<file path="src/rtl/stk_pkg.sv">
`timescale 1ns/1ps
package stk_pkg;
    typedef enum logic [2:0] {
        OP_HOLD = 3'd0,
        OP_PUSH = 3'd1,
        OP_DROP = 3'd2,
        OP_REPL = 3'd3,
        OP_FOLD = 3'd4
    } stk_op_e;
endpackage

</file>
<file path="src/rtl/stk_op_decode.sv">
`timescale 1ns/1ps
module stk_op_decode
    import stk_pkg::*;
(
    input  logic    push_i,
    input  logic    pop_i,
    input  logic    repl_i,
    output stk_op_e op_o
);
    always_comb begin
        if (push_i && pop_i)      op_o = OP_REPL;
        else if (push_i)          op_o = OP_PUSH;
        else if (pop_i && repl_i) op_o = OP_FOLD;
        else if (pop_i)           op_o = OP_DROP;
        else if (repl_i)          op_o = OP_REPL;
        else                      op_o = OP_HOLD;
    end
endmodule

</file>
<file path="src/rtl/stk_ring_ptr.sv">
`timescale 1ns/1ps
module stk_ring_ptr
    import stk_pkg::*;
#(
    parameter int DEPTH = 16
) (
    input  logic             clk,
    input  logic             rst_n,
    input  stk_op_e          op_i,
    output logic [DEPTH-1:0] ptr_o,
    output logic [DEPTH-1:0] ptr_up_o
);
    localparam logic [DEPTH-1:0] PTR_RESET = DEPTH'(1);

    logic [DEPTH-1:0] ptr_q;
    logic [DEPTH-1:0] ptr_dn;

    assign ptr_up_o = {ptr_q[DEPTH-2:0], ptr_q[DEPTH-1]};
    assign ptr_dn   = {ptr_q[0], ptr_q[DEPTH-1:1]};
    assign ptr_o    = ptr_q;

    always_ff @(posedge clk or negedge rst_n) begin
        if (!rst_n) begin
            ptr_q <= PTR_RESET;
        end else begin
            unique case (op_i)
                OP_PUSH:          ptr_q <= ptr_up_o;
                OP_DROP, OP_FOLD: ptr_q <= ptr_dn;
                OP_REPL, OP_HOLD: ptr_q <= ptr_q;
                default:          ptr_q <= ptr_q;
            endcase
        end
    end

    // the ring keeps exactly one marked cell through every wrap
    a_r9_ptr_onehot: assert property (@(posedge clk) disable iff (!rst_n)
        $onehot(ptr_q));

    // replace never moves the pointer
    a_r4_ptr_still: assert property (@(posedge clk) disable iff (!rst_n)
        (op_i == OP_REPL) |=> $stable(ptr_q));

    // idle never moves the pointer
    a_r7_ptr_hold: assert property (@(posedge clk) disable iff (!rst_n)
        (op_i == OP_HOLD) |=> $stable(ptr_q));
endmodule

</file>
<file path="src/rtl/stk_spill_ram.sv">
`timescale 1ns/1ps
module stk_spill_ram #(
    parameter int DEPTH = 16,
    parameter int WIDTH = 18
) (
    input  logic             clk,
    input  logic             wr_en_i,
    input  logic [DEPTH-1:0] wr_sel_i,
    input  logic [WIDTH-1:0] wr_data_i,
    input  logic [DEPTH-1:0] rd_sel_i,
    output logic [WIDTH-1:0] rd_data_o
);
    logic [DEPTH-1:0][WIDTH-1:0] cell_q;
    logic [DEPTH-1:0][WIDTH-1:0] masked;

    always_ff @(posedge clk) begin
        for (int i = 0; i < DEPTH; i++) begin
            if (wr_en_i && wr_sel_i[i]) cell_q[i] <= wr_data_i;
        end
    end

    for (genvar g = 0; g < DEPTH; g++) begin : g_rd
        assign masked[g] = cell_q[g] & {WIDTH{rd_sel_i[g]}};
    end

    always_comb begin
        rd_data_o = '0;
        for (int i = 0; i < DEPTH; i++) rd_data_o = rd_data_o | masked[i];
    end
endmodule

</file>
<file path="src/rtl/stk_pushdown.sv">
`timescale 1ns/1ps
module stk_pushdown
    import stk_pkg::*;
#(
    parameter int DEPTH = 16,
    parameter int WIDTH = 18
) (
    input  logic             clk,
    input  logic             rst_n,
    input  logic             push_i,
    input  logic             pop_i,
    input  logic             repl_i,
    input  logic [WIDTH-1:0] wdata_i,
    output logic [WIDTH-1:0] top_o,
    output logic [WIDTH-1:0] next_o
);
    stk_op_e          op;
    logic [DEPTH-1:0] ptr;
    logic [DEPTH-1:0] ptr_up;
    logic [WIDTH-1:0] top_q;
    logic [WIDTH-1:0] below;

    stk_op_decode u_dec (
        .push_i (push_i),
        .pop_i  (pop_i),
        .repl_i (repl_i),
        .op_o   (op)
    );

    stk_ring_ptr #(.DEPTH(DEPTH)) u_ptr (
        .clk      (clk),
        .rst_n    (rst_n),
        .op_i     (op),
        .ptr_o    (ptr),
        .ptr_up_o (ptr_up)
    );

    stk_spill_ram #(.DEPTH(DEPTH), .WIDTH(WIDTH)) u_ram (
        .clk       (clk),
        .wr_en_i   (op == OP_PUSH),
        .wr_sel_i  (ptr_up),
        .wr_data_i (top_q),
        .rd_sel_i  (ptr),
        .rd_data_o (below)
    );

    always_ff @(posedge clk or negedge rst_n) begin
        if (!rst_n) begin
            top_q <= '0;
        end else begin
            unique case (op)
                OP_PUSH, OP_REPL, OP_FOLD: top_q <= wdata_i;
                OP_DROP:                   top_q <= below;
                OP_HOLD:                   top_q <= top_q;
                default:                   top_q <= top_q;
            endcase
        end
    end

    always_comb begin
        top_o  = top_q;
        next_o = below;
    end

    a_r2_push_spill: assert property (@(posedge clk) disable iff (!rst_n)
        (op == OP_PUSH) |=> (next_o == $past(top_o)));

    a_r2_push_top: assert property (@(posedge clk) disable iff (!rst_n)
        (op == OP_PUSH) |=> (top_o == $past(wdata_i)));

    a_r3_drop_refill: assert property (@(posedge clk) disable iff (!rst_n)
        (op == OP_DROP) |=> (top_o == $past(next_o)));

    a_r4_repl_keeps_next: assert property (@(posedge clk) disable iff (!rst_n)
        (op == OP_REPL) |=> (next_o == $past(next_o)));

    a_r5_both_is_replace: assert property (@(posedge clk) disable iff (!rst_n)
        (push_i && pop_i) |=> (top_o == $past(wdata_i) && next_o == $past(next_o)));

    a_r6_fold_top: assert property (@(posedge clk) disable iff (!rst_n)
        (op == OP_FOLD) |=> (top_o == $past(wdata_i)));

    a_r7_idle_stable: assert property (@(posedge clk) disable iff (!rst_n)
        (op == OP_HOLD) |=> ($stable(top_o) && $stable(next_o)));
endmodule

</file>
<file path="config.mk">
export PLATFORM = sky130hd
export DESIGN_NAME = stk_pushdown
export DESIGN_NICKNAME = d
export VERILOG_FILES = /design/src/rtl/stk_pkg.sv /design/src/rtl/stk_op_decode.sv /design/src/rtl/stk_ring_ptr.sv /design/src/rtl/stk_spill_ram.sv /design/src/rtl/stk_pushdown.sv
export SDC_FILE = /design/constraint.sdc
export NUM_CORES = 1
export LEC_CHECK = 0
export BUFFER_PORTS_ARGS = -buffer_cell sky130_fd_sc_hd__buf_2
export CAP_MARGIN = 15
export CORE_ASPECT_RATIO = 0.8
export CORE_UTILIZATION = 65
export DETAILED_ROUTE_END_ITERATION = 10
export PLACE_DENSITY_LB_ADDON = 0.3
export SYNTH_ARGS = -nofsm -noshare
export SYNTH_HDL_FRONTEND = slang
export SYNTH_HIERARCHICAL = 1
export SYNTH_SLANG_ARGS = --single-unit
</file>
<file path="constraint.sdc">
create_clock -name clk -period 3.4 [get_ports clk]
set_input_delay 0.68 -clock clk [delete_from_list [all_inputs] [get_ports clk]]
set_output_delay 0.68 -clock clk [all_outputs]
set_load 0.02 [all_outputs]
</file>
==> flow_summary.toml, run 1 <==
[global_routing]
grt_use_total_pct = 31.7
grt_pass1_wl_um = 45000
overflow = 0
grt_max_degree = 51
grt_antenna_before_repair = 1
grt_pass1_vias = 7162

[cells_and_area]
fillers = 1059
antenna_cells = 0
final_cells = 1067
drive_gt1_share_pct = 21.9
syn_to_final_growth_pct = 12.2
fin_area_um2 = 14100
fin_nets = 811

[placed_design]
globalplace.congestion = 0.844
pre_cts_ws_ns = 0.562
dp.cells = 1013
dp_hpwl_um = 18500
placed_area_um2 = 13100
port_buffers = 58

[clock_network]
cts_root_buf = "clkbuf_16"
cts_made_buffers = 29
cts_tree = "done"
postCtsSetupBuffers = 0
clk_pin_slew_ns = 0.07
cts.sinks = 322
h-tree-depth = 1
cts.path.max_buffers = 3
post_cts_resized = 0
clk_latency_ns = 0.55
cts_hold_buffers = 0

[setup_path]
required_ns = 2.72
rr_startpoint = "u_ptr/ptr_o[10]"
cp-startpoint = "u_ptr/ptr_o[13]"
cp.depth = 4
crit_chain = "a22o_1 -> a221oi_1 -> nand4_1 -> buf_2"
crit_slowest_cell = "dfrtp_1"
worstPathArrival_ns = 2.66
crit_path_max_fanout = 23
crit_type = "register to primary output"
crit_family = "flip-flops"
r2r_cells = 4
max_stage_delay_ns = 0.79
worstSetupStartpointType = "register"
cp-end-kind = "primary output"
cp_num_buf_inv = 1

[timing]
relSlewSlack_pct = 19.6
tightest_slew_ns = 1.21
rsz0062_at_grt = "no"
setup_viol = 0
finalSetupTns_ns = 0
holdWs_ns = 0.220
max_freq_mhz = 300
min_period_ns = 3.34
setup_ws_ns = 0.0637
hold_viol = 0
fin_crit_sh_pct = 98.1
slew_viol_final = 0
final.setup_skew_ns = 0.00983

[pwr]
ir_drop_v = 0.000517
p_leak_nw = 4.67
p_int_mw = 7.59
p_sw_mw = 2.95
sw_frac_of_total_pct = 28.0
p_per_area_nw_per_um2 = 746
p_comb_share_pct = 14.5
power_frac_seq_pct = 53.1
power.clock.fraction_pct = 32.5

[route]
drtPass1Iterations = 5
vias_per_cell = 7.00
ant_nets = 0
drc = 0
drt_wl_total_um = 30600
wl_per_cell_um = 28.7
drt_iter0_drc = 876
vias = 7464

[yosys]
synth_common_cells = "288 x edfxtp_1, 72 x a22o_1, 71 x a221oi_1"
syn_nets = 741
syn-cell-area_um2 = 12600
synthFlopType = "edfxtp_1"
synthTopCellsByArea = "edfxtp_1 69%, dfrtp_1 6.6%, a22o_1 5.0%"
synth_area_per_cell_um2 = 17.6
synth-seq-cells = 322
synth-edff-count = 288
synth_top_cell_area_share_pct = 68.6
ys.warnings.count = 6
synth.yosys.seq_area_share_pct = 75.4
yosys.area.top_type = "edfxtp_1"
yosys.cell_count.top_type = "edfxtp_1"
async_flop_share_pct = 10.6
ys_types = 38
synth_cells = 716

[floorplan]
dieWidth_um = 158
num_rows = 45
core_area_um2 = 19000
die_area_um2 = 20000
die-height_um = 127
ioPinCount = 59
initial_core_util_pct = 66.4

[outcome]
status = "finished, final reports clean"

[run]
maxCapViolations = 0

[hold_path]
worst_hold_path_type = "input pin to asynchronous set/reset pin"
==> cell usage in the layout (no fill, tap or decap), types with 3 or more instances in the layout <==
master,instances
mux2i_1,3
a22o_1,72
o31ai_1,15
buf_2,58
nand2b_1,15
clkbuf_1,8
bufinv_16,5
a221oi_1,71
edfxtp_1,288
o21ai_1,6
dfrtp_1,33
clkinv_2,6
clkbuf_8,4
and2_1,16
o221a_2,17
nand2_1,17
nand4_1,18
nor2_1,16
buf_12,4
clkbuf_16,29
nor2b_1,17
o21ai_0,10
o221a_1,16
buf_4,43
==> sequential cells by signal, indices dropped and copies added (netlist names) <==
name / flops
top_o: 18
u_ptr/ptr_o: 16
u_ram/cell_q: 288
==> per-stage QoR <==
stage | util (%) | power [mW]
floorplan | - | 6.51
global placement | 69.2 | 7.04
detailed placement | 69.2 | 7.13
CTS | 74.5 | 10.5
global route | 74.5 | 10.8
finish | 74.5 | 10.5
==> power groups by stage <==
stage | clock [mW] | sequential [mW] | combinational (mW)
final | 3.43 | 5.60 | 1.52
after global routing | 3.59 | 5.64 | 1.61
after floorplan | 0 | 5.27 | 1.24
after detailed placement | 0 | 5.65 | 1.48
after CTS | 3.44 | 5.58 | 1.50
after global placement | 0 | 5.60 | 1.44
==> cell type report <==
cell class / instances / area, um2 / share of cell area (%)
well taps: 258 / 323 / 2.28
inverters: 1 / 3.75 / 0.0265
clock buffers: 41 / 811 / 5.73
flip-flops and latches: 322 / 9500 / 67.2
repair buffers: 105 / 693 / 4.90
multi-input cells: 327 / 2610 / 18.4
clock inverters: 13 / 204 / 1.44
==> final timing paths <==
check / end / slack (ns)
max in group asynchronous: top_o[13] / 2.65
worst min-delay path: top_o[2] / 0.22
worst max-delay path: next_o[9] / 0.06
worst min register to register: u_ram/cell_q[258] / 0.60
worst max register to register: top_o[17] / 1.00
min in group clk: top_o[10] / 0.41
==> logic make-up (layout without fill, tap and decap cells) <==
logic type	count (synthesis)	count (layout)	share of synthesized area (%)
AOI/OAI and AO/OA	211	211	14.8
xor gates and xnor gates	1	1	0.218
adders and majority gates	2	2	0.199
buffers and inverters	67	160	4.05
DFF	322	322	75.4
muxes	6	6	0.586
and+or+nand+nor	107	107	4.77
==> routing by layer <==
metal,track usage [%],up-vias,wire length (um)
met5,0,-,0
met4,9.25,0,741
met3,4.54,63,3270
met2,49.7,523,14800
met1,47.1,3767,11800
li1,-,3111,-
Power figures use the tool's default switching activity.
==> inputs of run 2 (changes only) <==
--- a/config.mk
+++ b/config.mk
@@ -8,9 +8,10 @@
 export BUFFER_PORTS_ARGS = -buffer_cell sky130_fd_sc_hd__buf_2
 export CAP_MARGIN = 15
 export CORE_ASPECT_RATIO = 0.8
-export CORE_UTILIZATION = 65
+export CORE_UTILIZATION = 35
 export DETAILED_ROUTE_END_ITERATION = 10
 export PLACE_DENSITY_LB_ADDON = 0.3
+export SETUP_SLACK_MARGIN = 0.3
 export SYNTH_ARGS = -nofsm -noshare
 export SYNTH_HDL_FRONTEND = slang
 export SYNTH_HIERARCHICAL = 1
==> run 2 against run 1 <==
First-iteration DRC count shrank 19%. Clock power grew 6.7%. Critical path depth is the same. Largest cell class unchanged. Critical path type unchanged. Highest routed layer unchanged. Hold slack gained 0.092 ns. Wire length grew 8.9%. Final cell count grew 22%.
==> flow_summary.toml, run 2 (synthesis results as in run 1) <==
[cells_and_area]
syn_to_final_growth_pct = 16.1
final_cells = 1301
antenna_cells = 0
final_cell_mix = "288 x edfxtp_1, 72 x a22o_1, 67 x a221oi_1"
mostFrequentLayoutCell = "edfxtp_1"
fin_area_um2 = 14600
largest_register_ffs = 288
utilization_pct = 41.7
largest-register = "u_ram/cell_q"
fin_nets = 829
drive_gt1_share_pct = 24.7

[timing]
slew_viol_final = 0
final.setup_skew_ns = 0.00771
hold_viol = 0
min_period_ns = 3.04
tightest_slew_ns = 0.971
rsz0062_at_grt = "no"
fin_crit_sh_pct = 89.4
relSlewSlack_pct = 35.3
setup_viol = 0
finalSetupTns_ns = 0
max_freq_mhz = 329

[floorplan]
initial_core_util_pct = 35.9
core_area_um2 = 35100
ioPinCount = 59
die_area_um2 = 36800
dieWidth_um = 214
num_rows = 61
die-height_um = 172

[clock_network]
cts.path.max_buffers = 3
h-tree-depth = 2
cts.sinks = 322
clk_pin_slew_ns = 0.06
cts_root_buf = "clkbuf_16"
cts_tree = "done"
clk_latency_ns = 0.49
cts_made_buffers = 34

[pwr]
p_comb_share_pct = 15.5
ir_drop_v = 0.000298
sw_frac_of_total_pct = 28.3
p_int_mw = 7.81
p_leak_nw = 4.77
power_frac_seq_pct = 50.8
p_sw_mw = 3.08
power.clock.fraction_pct = 33.6
p_per_area_nw_per_um2 = 744

[route]
vias = 7330
vias_per_cell = 5.63
drc = 0
drt_iter0_drc = 706
drtPass1Iterations = 7
drt_wl_total_um = 33300
wl_per_cell_um = 25.6
ant_nets = 0

[global_routing]
overflow = 0
grt_pass1_vias = 6990
grt_use_total_pct = 18.0
grt_max_degree = 48
grt_pass1_wl_um = 48700
grt_antenna_before_repair = 0

[placed_design]
placed_area_um2 = 13500
port_buffers = 58
dp.cells = 1239
dp_hpwl_um = 21200
globalplace.congestion = 0.793

[setup_path]
max_stage_delay_ns = 0.57
worstPathArrival_ns = 2.36
crit_path_max_fanout = 16
rr_startpoint = "u_ptr/ptr_o[15]"
crit_slowest_cell = "dfrtp_1"
cp-startpoint = "u_ptr/ptr_o[8]"
crit_chain = "buf_12 -> a221oi_1 -> nand4_1 -> buf_2"
cp-end-kind = "primary output"
crit_type = "register to primary output"
required_ns = 2.72
worstSetupStartpointType = "register"

[outcome]
status = "finished, final reports clean"

[run]
maxCapViolations = 0

[hold_path]
worst_hold_path_type = "input pin to asynchronous set/reset pin"
==> run 2: final cells by class <==
type	count	area, um2
multi-input cells	327	2640
fillers	3202	20500
flip-flops and latches	322	9510
well taps	472	591
clock inverters	15	120
inverters	1	3.75
repair buffers	118	778
clock buffers	46	990
==> run 2: worst paths after layout <==
check / cells past startpoint / end / slack [ns]
min in group clk: 2 / top_o[14] / 0.47
hold / removal: 1 / top_o[3] / 0.31
max in group asynchronous: 1 / u_ptr/ptr_o[12] / 2.39
hold reg to reg: 1 / u_ram/cell_q[217] / 0.67
setup / recovery: 4 / next_o[3] / 0.36
setup reg to reg: 6 / top_o[17] / 1.09
==> run 2: routing by layer <==
layer	track usage, %	part of all wire [%]
met1	27.4	48
met2	27.6	45
met3	2.39	6.3
met4	3.54	1.2
met5	0	0
==> run 2: worst max-delay path: cells and delay by family, from the launching register on <==
family          cells  cell delay (ns)
simple gates        1             0.31
compound gates      1             0.45
buf+inv             2             0.52
flops               1             0.57
==> run 2: repair_timing <==
action                                  4_1_cts  5_1_grt
resized for setup                             7        6
buffers inserted                              0        1
hold buffers                                  0        0
endpoints found under the setup margin       16        9
pin swaps                                     0        3
==> run 2: power by group through the flow <==
stage                     clock network [mW]  logic, mW  registers, mW
final                                   3.66       1.69           5.53
after global routing                    3.87       1.81           5.59
after floorplan                            0       1.24           5.27
after global placement                     0       1.66           5.59
after CTS                               3.72       1.68           5.52
after detailed placement                   0       1.67           5.59
==> run 2: per-stage QoR <==
stage / total power, mW / hold slack [ns] / setup WS, ns
after floorplan: 6.51 / 0.384 / 0.663
after global placement: 7.25 / 0.646 / 0.695
after detailed placement: 7.27 / 0.656 / 0.655
after CTS: 10.9 / 0.350 / 0.286
after global routing: 11.3 / 0.365 / 0.304
final: 10.9 / 0.312 / 0.360
